===== src/rtl/mac_tmr_pkg.sv =====
package mac_tmr_pkg;
  localparam int unsigned BYTE_W = 8;

  localparam int unsigned CFG_RUN   = 0;
  localparam int unsigned CFG_SYNC  = 1;
  localparam int unsigned CFG_CMSEL = 3;

  typedef enum logic {ST_IDLE = 1'b0, ST_RUN = 1'b1} run_state_e;

  // flag vector order matches configuration bits 7:5
  typedef struct packed {
    logic cmp;
    logic per;
    logic ofc;
  } tmr_flags_t;
endpackage


===== src/rtl/mac_tmr_refsync.sv =====
module mac_tmr_refsync #(
  parameter int unsigned STAGES = 2
) (
  input  logic clk,
  input  logic rst_n,
  input  logic ref_in,
  output logic rise_o
);
  logic [STAGES:0] shift_q;
  logic [STAGES:0] shift_d;

  always_comb shift_d = {shift_q[STAGES-1:0], ref_in};

  always_ff @(posedge clk or negedge rst_n) begin
    if (!rst_n) shift_q <= '0;
    else        shift_q <= shift_d;
  end

  assign rise_o = shift_q[STAGES-1] & ~shift_q[STAGES];

  AST_RISE_PULSE: assert property (@(posedge clk) disable iff (!rst_n)
    rise_o |=> !rise_o);
endmodule


===== src/rtl/mac_tmr_runctl.sv =====
module mac_tmr_runctl
  import mac_tmr_pkg::*;
(
  input  logic clk,
  input  logic rst_n,
  input  logic cfg_wr,
  input  logic wr_run,
  input  logic wr_sync,
  input  logic sync_q,
  input  logic ref_rise,
  output logic running,
  output logic start_evt
);
  run_state_e state_q, state_d;
  logic       req_q, req_d;
  logic       sync_now, apply;

  always_comb begin
    req_d    = cfg_wr ? wr_run  : req_q;
    sync_now = cfg_wr ? wr_sync : sync_q;
    apply    = !sync_now || ref_rise;
    state_d  = state_q;
    if (apply) state_d = req_d ? ST_RUN : ST_IDLE;
  end

  assign start_evt = (state_q == ST_IDLE) && (state_d == ST_RUN);
  assign running   = (state_q == ST_RUN);

  always_ff @(posedge clk or negedge rst_n) begin
    if (!rst_n) begin
      state_q <= ST_IDLE;
      req_q   <= 1'b0;
    end else begin
      state_q <= state_d;
      req_q   <= req_d;
    end
  end

  AST_DEFER_HOLD: assert property (@(posedge clk) disable iff (!rst_n)
    (!cfg_wr && sync_q && !ref_rise) |=> $stable(running));
  AST_IMMEDIATE: assert property (@(posedge clk) disable iff (!rst_n)
    (cfg_wr && !wr_sync) |=> (running == $past(wr_run)));
endmodule


===== src/rtl/mac_tmr_core.sv =====
module mac_tmr_core
  import mac_tmr_pkg::*;
#(
  parameter int unsigned CNT_W = 16,
  parameter int unsigned OVF_W = 24
) (
  input  logic              clk,
  input  logic              rst_n,
  input  logic              run,
  input  logic              load,
  input  logic [CNT_W-1:0]  ld_cnt,
  input  logic [OVF_W-1:0]  ld_ovf,
  input  logic [CNT_W-1:0]  period,
  input  logic [BYTE_W-1:0] cmp_val,
  input  logic              cmp_low,
  input  logic [OVF_W-1:0]  ovf_cmp,
  output logic [CNT_W-1:0]  cnt,
  output logic [OVF_W-1:0]  ovf,
  output tmr_flags_t        evt
);
  logic [CNT_W-1:0]  cnt_q, cnt_d;
  logic [OVF_W-1:0]  ovf_q, ovf_d, ovf_inc;
  logic [BYTE_W-1:0] sel_byte;
  logic              wrap, cnt_en;

  always_comb begin
    ovf_inc  = ovf_q + OVF_W'(1);
    sel_byte = cmp_low ? cnt_q[BYTE_W-1:0] : cnt_q[CNT_W-1 -: BYTE_W];
    wrap     = run && (cnt_q == period);
    evt.per  = wrap;
    evt.ofc  = wrap && (ovf_inc == ovf_cmp);
    evt.cmp  = run && (sel_byte == cmp_val);
    cnt_en   = run || load;
    cnt_d    = cnt_q;
    ovf_d    = ovf_q;
    if (load) begin
      cnt_d = ld_cnt;
      ovf_d = ld_ovf;
    end else if (wrap) begin
      cnt_d = '0;
      ovf_d = ovf_inc;
    end else if (run) begin
      cnt_d = cnt_q + CNT_W'(1);
    end
  end

  always_ff @(posedge clk or negedge rst_n) begin
    if (!rst_n) begin
      cnt_q <= '0;
      ovf_q <= '0;
    end else if (cnt_en) begin
      cnt_q <= cnt_d;
      ovf_q <= ovf_d;
    end
  end

  assign cnt = cnt_q;
  assign ovf = ovf_q;

  AST_WRAP_ZERO: assert property (@(posedge clk) disable iff (!rst_n)
    (run && !load && cnt_q == period) |=> (cnt_q == '0));
  AST_OVF_STEP: assert property (@(posedge clk) disable iff (!rst_n)
    (run && !load && cnt_q == period) |=> (ovf_q == $past(ovf_q) + OVF_W'(1)));
  AST_IDLE_HOLD: assert property (@(posedge clk) disable iff (!rst_n)
    (!run && !load) |=> ($stable(cnt_q) && $stable(ovf_q)));
endmodule


===== src/rtl/mac_tmr.sv =====
module mac_tmr
  import mac_tmr_pkg::*;
#(
  parameter int unsigned CNT_W       = 16,
  parameter int unsigned OVF_W       = 24,
  parameter int unsigned ADDR_W      = 4,
  parameter int unsigned SYNC_STAGES = 2
) (
  input  logic              clk,
  input  logic              rst_n,
  input  logic              slow_ref,
  input  logic              bus_wr,
  input  logic [ADDR_W-1:0] bus_addr,
  input  logic [7:0]        bus_wdata,
  output logic [7:0]        bus_rdata,
  output logic              irq
);
  localparam int CNT_B  = CNT_W / BYTE_W;
  localparam int OVF_B  = OVF_W / BYTE_W;
  localparam int A_CFG  = 0;
  localparam int A_CNT  = 1;
  localparam int A_CMP  = A_CNT + CNT_B;
  localparam int A_PER  = A_CMP + 1;
  localparam int A_OVF  = A_PER + CNT_B;
  localparam int A_OCMP = A_OVF + OVF_B;

  tmr_flags_t        flag_q, flag_d, evt;
  logic              cmsel_q, cmsel_d, sync_q, sync_d;
  logic [BYTE_W-1:0] cmp_q, cmp_d;
  logic [CNT_W-1:0]  per_q, per_d, ldc_q, ldc_d, cnt;
  logic [OVF_W-1:0]  ocmp_q, ocmp_d, ldo_q, ldo_d, ovf;
  logic              cfg_wr, ref_rise, running, start_evt;

  assign cfg_wr = bus_wr && (bus_addr == ADDR_W'(A_CFG));

  mac_tmr_refsync #(.STAGES(SYNC_STAGES)) u_sync (
    .clk(clk), .rst_n(rst_n), .ref_in(slow_ref), .rise_o(ref_rise)
  );

  mac_tmr_runctl u_ctl (
    .clk(clk), .rst_n(rst_n), .cfg_wr(cfg_wr),
    .wr_run(bus_wdata[CFG_RUN]), .wr_sync(bus_wdata[CFG_SYNC]),
    .sync_q(sync_q), .ref_rise(ref_rise),
    .running(running), .start_evt(start_evt)
  );

  mac_tmr_core #(.CNT_W(CNT_W), .OVF_W(OVF_W)) u_core (
    .clk(clk), .rst_n(rst_n), .run(running), .load(start_evt),
    .ld_cnt(ldc_q), .ld_ovf(ldo_q), .period(per_q), .cmp_val(cmp_q),
    .cmp_low(cmsel_q), .ovf_cmp(ocmp_q),
    .cnt(cnt), .ovf(ovf), .evt(evt)
  );

  always_comb begin
    flag_d  = (cfg_wr ? (flag_q & tmr_flags_t'(bus_wdata[7:5])) : flag_q) | evt;
    cmsel_d = cmsel_q;
    sync_d  = sync_q;
    cmp_d   = cmp_q;
    per_d   = per_q;
    ldc_d   = ldc_q;
    ocmp_d  = ocmp_q;
    ldo_d   = ldo_q;
    if (cfg_wr) begin
      cmsel_d = bus_wdata[CFG_CMSEL];
      sync_d  = bus_wdata[CFG_SYNC];
    end
    if (bus_wr && bus_addr == ADDR_W'(A_CMP)) cmp_d = bus_wdata;
    for (int i = 0; i < CNT_B; i++) begin
      if (bus_wr && bus_addr == ADDR_W'(A_CNT + i)) ldc_d[BYTE_W*i +: BYTE_W] = bus_wdata;
      if (bus_wr && bus_addr == ADDR_W'(A_PER + i)) per_d[BYTE_W*i +: BYTE_W] = bus_wdata;
    end
    for (int i = 0; i < OVF_B; i++) begin
      if (bus_wr && bus_addr == ADDR_W'(A_OVF + i))  ldo_d[BYTE_W*i +: BYTE_W]  = bus_wdata;
      if (bus_wr && bus_addr == ADDR_W'(A_OCMP + i)) ocmp_d[BYTE_W*i +: BYTE_W] = bus_wdata;
    end
  end

  always_ff @(posedge clk or negedge rst_n) begin
    if (!rst_n) begin
      flag_q  <= '0;
      cmsel_q <= 1'b0;
      sync_q  <= 1'b1;
      cmp_q   <= '0;
      per_q   <= '1;
      ldc_q   <= '0;
      ocmp_q  <= '0;
      ldo_q   <= '0;
    end else begin
      flag_q  <= flag_d;
      cmsel_q <= cmsel_d;
      sync_q  <= sync_d;
      cmp_q   <= cmp_d;
      per_q   <= per_d;
      ldc_q   <= ldc_d;
      ocmp_q  <= ocmp_d;
      ldo_q   <= ldo_d;
    end
  end

  always_comb begin
    bus_rdata = '0;
    if (bus_addr == ADDR_W'(A_CFG))
      bus_rdata = {flag_q, 1'b0, cmsel_q, 1'b0, sync_q, running};
    if (bus_addr == ADDR_W'(A_CMP)) bus_rdata = cmp_q;
    for (int i = 0; i < CNT_B; i++) begin
      if (bus_addr == ADDR_W'(A_CNT + i)) bus_rdata = cnt[BYTE_W*i +: BYTE_W];
      if (bus_addr == ADDR_W'(A_PER + i)) bus_rdata = per_q[BYTE_W*i +: BYTE_W];
    end
    for (int i = 0; i < OVF_B; i++) begin
      if (bus_addr == ADDR_W'(A_OVF + i))  bus_rdata = ovf[BYTE_W*i +: BYTE_W];
      if (bus_addr == ADDR_W'(A_OCMP + i)) bus_rdata = ocmp_q[BYTE_W*i +: BYTE_W];
    end
  end

  assign irq = |flag_q;

  AST_FLAG_STICKY: assert property (@(posedge clk) disable iff (!rst_n)
    !cfg_wr |=> ((flag_q & $past(flag_q)) == $past(flag_q)));
  AST_CFG_SPARE: assert property (@(posedge clk) disable iff (!rst_n)
    (bus_addr == ADDR_W'(A_CFG)) |-> (bus_rdata[4] == 1'b0 && bus_rdata[2] == 1'b0));
  AST_IRQ_FLAGS: assert property (@(posedge clk) disable iff (!rst_n)
    (bus_addr == ADDR_W'(A_CFG)) |-> (irq == |bus_rdata[7:5]));
endmodule


===== config.mk =====
export PLATFORM = sky130hd
export DESIGN_NAME = mac_tmr
export DESIGN_NICKNAME = d
export VERILOG_FILES = /design/src/rtl/mac_tmr_pkg.sv /design/src/rtl/mac_tmr_refsync.sv /design/src/rtl/mac_tmr_runctl.sv /design/src/rtl/mac_tmr_core.sv /design/src/rtl/mac_tmr.sv
export SDC_FILE = /design/constraint.sdc
export NUM_CORES = 1
export LEC_CHECK = 0
export BUFFER_PORTS_ARGS = -buffer_cell sky130_fd_sc_hd__buf_4
export CAP_MARGIN = 20
export CORE_MARGIN = 3
export CORE_UTILIZATION = 35
export DETAILED_ROUTE_END_ITERATION = 6
export SYNTH_ARGS = -nofsm -noshare
export SYNTH_HDL_FRONTEND = slang
export SYNTH_SLANG_ARGS = --single-unit

===== constraint.sdc =====
create_clock -name clk -period 2.4 [get_ports clk]
set_input_delay 0.24 -clock clk [delete_from_list [all_inputs] [get_ports clk]]
set_output_delay 0.24 -clock clk [all_outputs]
set_load 0.005 [all_outputs]

==> results.sh <==
export IMPL_clkSlewWorstSetupHoldPaths_ns=0.06
export IMPL_floorplan_initialDensity=0.360
export IMPL_post_route_worst_setup_slack_ns=-0.0555
export IMPL_peak_vdd_ir_mv=0.468
export IMPL_cellLeakagePower_nw=4.23
export IMPL_simple_logic_cell_fraction_of_the_synthesized_area=0.156
export IMPL_core_area_mm2=0.0228
export IMPL_worst_hold_check_path_type="primary input to flip-flop"
export IMPL_clk_path_buf_depth=2
export IMPL_sequential_group_share_of_total_power=0.376
export IMPL_synth_enable_flop_cells=0
export IMPL_ys_seq_area_frac=0.423
export IMPL_grt_overflow=0
export IMPL_end_kind="primary output"
export IMPL_maxClockFrequency_mhz=407
export IMPL_synth_nets=860
export IMPL_drcViolationCount=0
export IMPL_routed_antenna_nets=0
export IMPL_timing_final_max_slew_violations=0
export IMPL_clock_share_of_power=0.261
export IMPL_place_gp_congestion=0.907
export IMPL_yosys_mux_area_fraction=0.168
export IMPL_die_area_mm2=0.0253
export IMPL_finalSetupViolations=7
export IMPL_clockRootBuffer="clkbuf_16"
export IMPL_syn_area_per_cell_um2=9.76
export IMPL_total_cts_buffers=17
export IMPL_layout_worst_path_cycle_share=1.02
export IMPL_finalNetCount=927
export IMPL_die_height_um=159
export IMPL_grt_pass1_vias=6741
export IMPL_num_io_pins=25
export IMPL_routed_via_count=7115
export IMPL_synth_xor_xnor_area_share=0.0832
export IMPL_post_synth_inst_count=842
export IMPL_crit_path_start_kind="flip-flop"
export IMPL_main_combinational_cell_family_by_area_after_synthesis="multiplexers"
export IMPL_route_final_wire_length_mm=27.0
export IMPL_clock_latency_ns=0.43
export IMPL_dp_hpwl_mm=17.8
export IMPL_synth_compound_gate_area_share=0.120
export IMPL_fin_setup_tns_ns=-0.224
export IMPL_antenna_cells_inserted=0
export IMPL_power_per_cell_area_mw_per_mm2=1010
export IMPL_cts_tree="built"
export IMPL_crit_arrival_ns=2.22
export IMPL_final_hold_violation_count=0
export IMPL_antenna_violations_before_repair=0
export IMPL_detail_route_iter0_violations=768
export IMPL_comb_power_share=0.364
export IMPL_maximum_number_of_pins_on_one_net_before_global_route_repair=57
export IMPL_detailedRoute_firstPassIterationCount=5
export IMPL_power_mw=10.3
export IMPL_post_drt_via_cell_ratio=5.76
export IMPL_synth_warning_count=0
export IMPL_clock_tree_htree_level_count=4
export IMPL_timing_critical_path_required_ns=2.16
export IMPL_chipWidth_um=159
export IMPL_wl_per_cell_um=21.9
export IMPL_cap_violations=0
export IMPL_outcome="finished with violations"
export IMPL_critical_path_max_fanout=2
export IMPL_finalCriticalPeriod_ns=2.46
export IMPL_relative_slew_margins=0.602
export IMPL_ys_ff_latch=138
export IMPL_grt_pass1_wl_mm=39.9
export IMPL_syn2layout_area_growth_pct=24.3
export IMPL_adder_and_majority_cell_fraction_of_the_synthesized_area=0.00305
export IMPL_synth_area_mm2=0.00822
export IMPL_failed_checks="setup timing"
export IMPL_worst_slew_pin_slew_ns=0.595
export IMPL_setup_repair_after_global_routing_missed_its_margin="true"
export IMPL_internal_mw=6.43
export IMPL_power_net_switching_mw=3.89
export IMPL_rows=55
export IMPL_synth_flop_cell="dfrtp_1"
export IMPL_grt_total_usage=0.201
export IMPL_synth_lib_cells_used_distinct=59
export IMPL_swShare=0.377
export IMPL_buffer_ports_inserted=24
export IMPL_share_of_layout_cells_above_drive_strength_1=0.338
export IMPL_clock_skew_final_ns=0.00803
export IMPL_critical_path_class="flip-flop to primary output"
export IMPL_ys_async_sr_fraction=1.00
export IMPL_tritoncts_num_sinks=138
[per-layer routing]
metal	part of all wire	global-route usage	up-vias
met5	0	0	-
met4	0.031	0.0744	0
met3	0.074	0.0286	53
met2	0.45	0.316	314
met1	0.44	0.284	3586
li1	-	-	3162
[cells in the final DEF (no fill, tap or decap), drive strengths merged, types with 2 or more instances in the layout]
master | synthesis | routed
a21boi | 1 | 2
a222oi | 2 | 2
mux2 | 94 | 94
ha | 2 | 2
or3 | 3 | 3
clkbuf | 34 | 22
a22o | 3 | 3
nor4 | 18 | 18
nand4 | 16 | 16
nor2 | 59 | 59
dfstp | 17 | 17
and3 | 9 | 9
nor3 | 18 | 18
mux2i | 32 | 32
xnor2 | 46 | 46
bufinv | 0 | 2
o22ai | 9 | 9
nand3 | 34 | 34
buf | 36 | 111
a22oi | 2 | 2
or4 | 4 | 4
nor2b | 9 | 9
xor2 | 32 | 32
o31ai | 4 | 4
a21oi | 62 | 62
o211ai | 4 | 4
and4 | 4 | 4
dfrtp | 121 | 121
inv | 6 | 11
nand2 | 68 | 68
a211oi | 5 | 5
a221oi | 3 | 3
dlygate4sd3 | 0 | 2
o21ai | 54 | 54
clkinv | 2 | 6
o311ai | 5 | 5
a31oi | 7 | 7
clkinvlp | 0 | 3
nand2b | 2 | 2
nor3b | 4 | 4
[synth_stat cells (all sizes together) (2+ instances only)]
library cell    n  area share
a211oi          5      0.0046
a21oi          62       0.038
a221oi          3      0.0032
a222oi          2      0.0024
a22o            3      0.0032
a22oi           2      0.0018
a31oi           7      0.0053
and3            9      0.0069
and4            4      0.0043
buf            36       0.028
clkbuf         34       0.016
clkinv          2     0.00091
dfrtp         121        0.37
dfstp          17       0.054
ha              2      0.0030
inv             6      0.0027
mux2           94        0.13
mux2i          32       0.039
nand2          68       0.031
nand2b          2      0.0015
nand3          34       0.021
nand4          16       0.013
nor2           59       0.028
nor2b           9      0.0069
nor3           18       0.011
nor3b           4      0.0037
nor4           18       0.018
o211ai          4      0.0037
o21ai          54       0.033
o22ai           9      0.0069
o311ai          5      0.0053
o31ai           4      0.0043
or3             3      0.0023
or4             4      0.0046
xnor2          46       0.049
xor2           32       0.034
[path summary, 6_finish.rpt]
| kind | cells past startpoint | start | endpoint | slack (ns) |
|---|---|---|---|---|
| max | 7 | sync_q | bus_rdata[1] | -0.06 |
| min | 3 | bus_wdata[1] | sync_q | 0.13 |
| max reg2reg | 9 | u_core.cnt[6] | u_core.ovf[10] | -0.04 |
| min reg2reg | 0 | u_sync.shift_q[0] | u_sync.shift_q[1] | 0.36 |
| max in group asynchronous | 3 | rst_n | per_q[0] | 1.33 |
| min in group asynchronous | 2 | rst_n | ldo_q[19] | 0.36 |
[kinds of logic (layout without fill, tap and decap cells)]
logic type / count (synthesis) / after routing
muxes: 126 / 126
and+or+nand+nor: 253 / 253
xor gates and xnor gates: 78 / 78
DFF: 138 / 138
AOI/OAI and AO/OA: 167 / 168
adders and majority gates: 2 / 2
buffers and inverters: 78 / 157
[stage by stage]
step	cell area [um2]	hold WS (ns)	instances	utilization	worst slack, ns
after detailed placement	9070	0.247	1185	0.397	0.0652
after CTS	9770	0.118	1224	0.428	-0.0408
after floorplan	8220	-0.0556	842	-	0.195
final	10200	0.132	1235	0.447	-0.0555
after global placement	9070	0.246	1185	0.397	0.0885
after global routing	10200	0.163	1235	0.447	-0.143
[layout make-up]
class | count | area (um2)
repair buffers | 117 | 1060
fillers | 2200 | 12600
clock inverters | 14 | 160
inverters | 8 | 30.0
well taps | 313 | 392
multi-input cells | 627 | 4650
clock buffers | 18 | 439
flip-flops and latches | 138 | 3480
[timing repair]
item,4_1_cts,5_1_grt
buffers inserted,5,4
cloned,0,7
pin swaps,8,29
hold buffers,2,0
resized for setup,12,56
hold endpoints to repair,55,0
setup endpoints to repair,4,27
[power groups by stage]
stage / clock network [mW] / logic [mW] / registers [mW]
final: 2.69 / 3.75 / 3.88
after global routing: 2.83 / 4.05 / 3.95
after CTS: 2.72 / 3.52 / 3.82
after detailed placement: 0 / 3.39 / 3.86
after global placement: 0 / 3.34 / 3.85
after floorplan: 0 / 2.53 / 3.49
[critical path, cell delays in order (launching register included)]
cell and delay [ns]:
dfstp_2 0.54, nor2_2 0.05, a211oi_1 0.17, a31oi_1 0.07
or3_1 0.34, a221oi_2 0.28, o32a_1 0.23, buf_4 0.12
[sequential cells by signal, summed over array words and instances, names as in the netlist, 3 cells and up]
signal	cells
per_q	16
ldc_q	16
cmp_q	8
ldo_q	24
ocmp_q	24
u_core.cnt	16
u_sync.shift_q	3
flag_q	3
u_core.ovf	24
No activity file was read; power rests on OpenSTA's default activity.
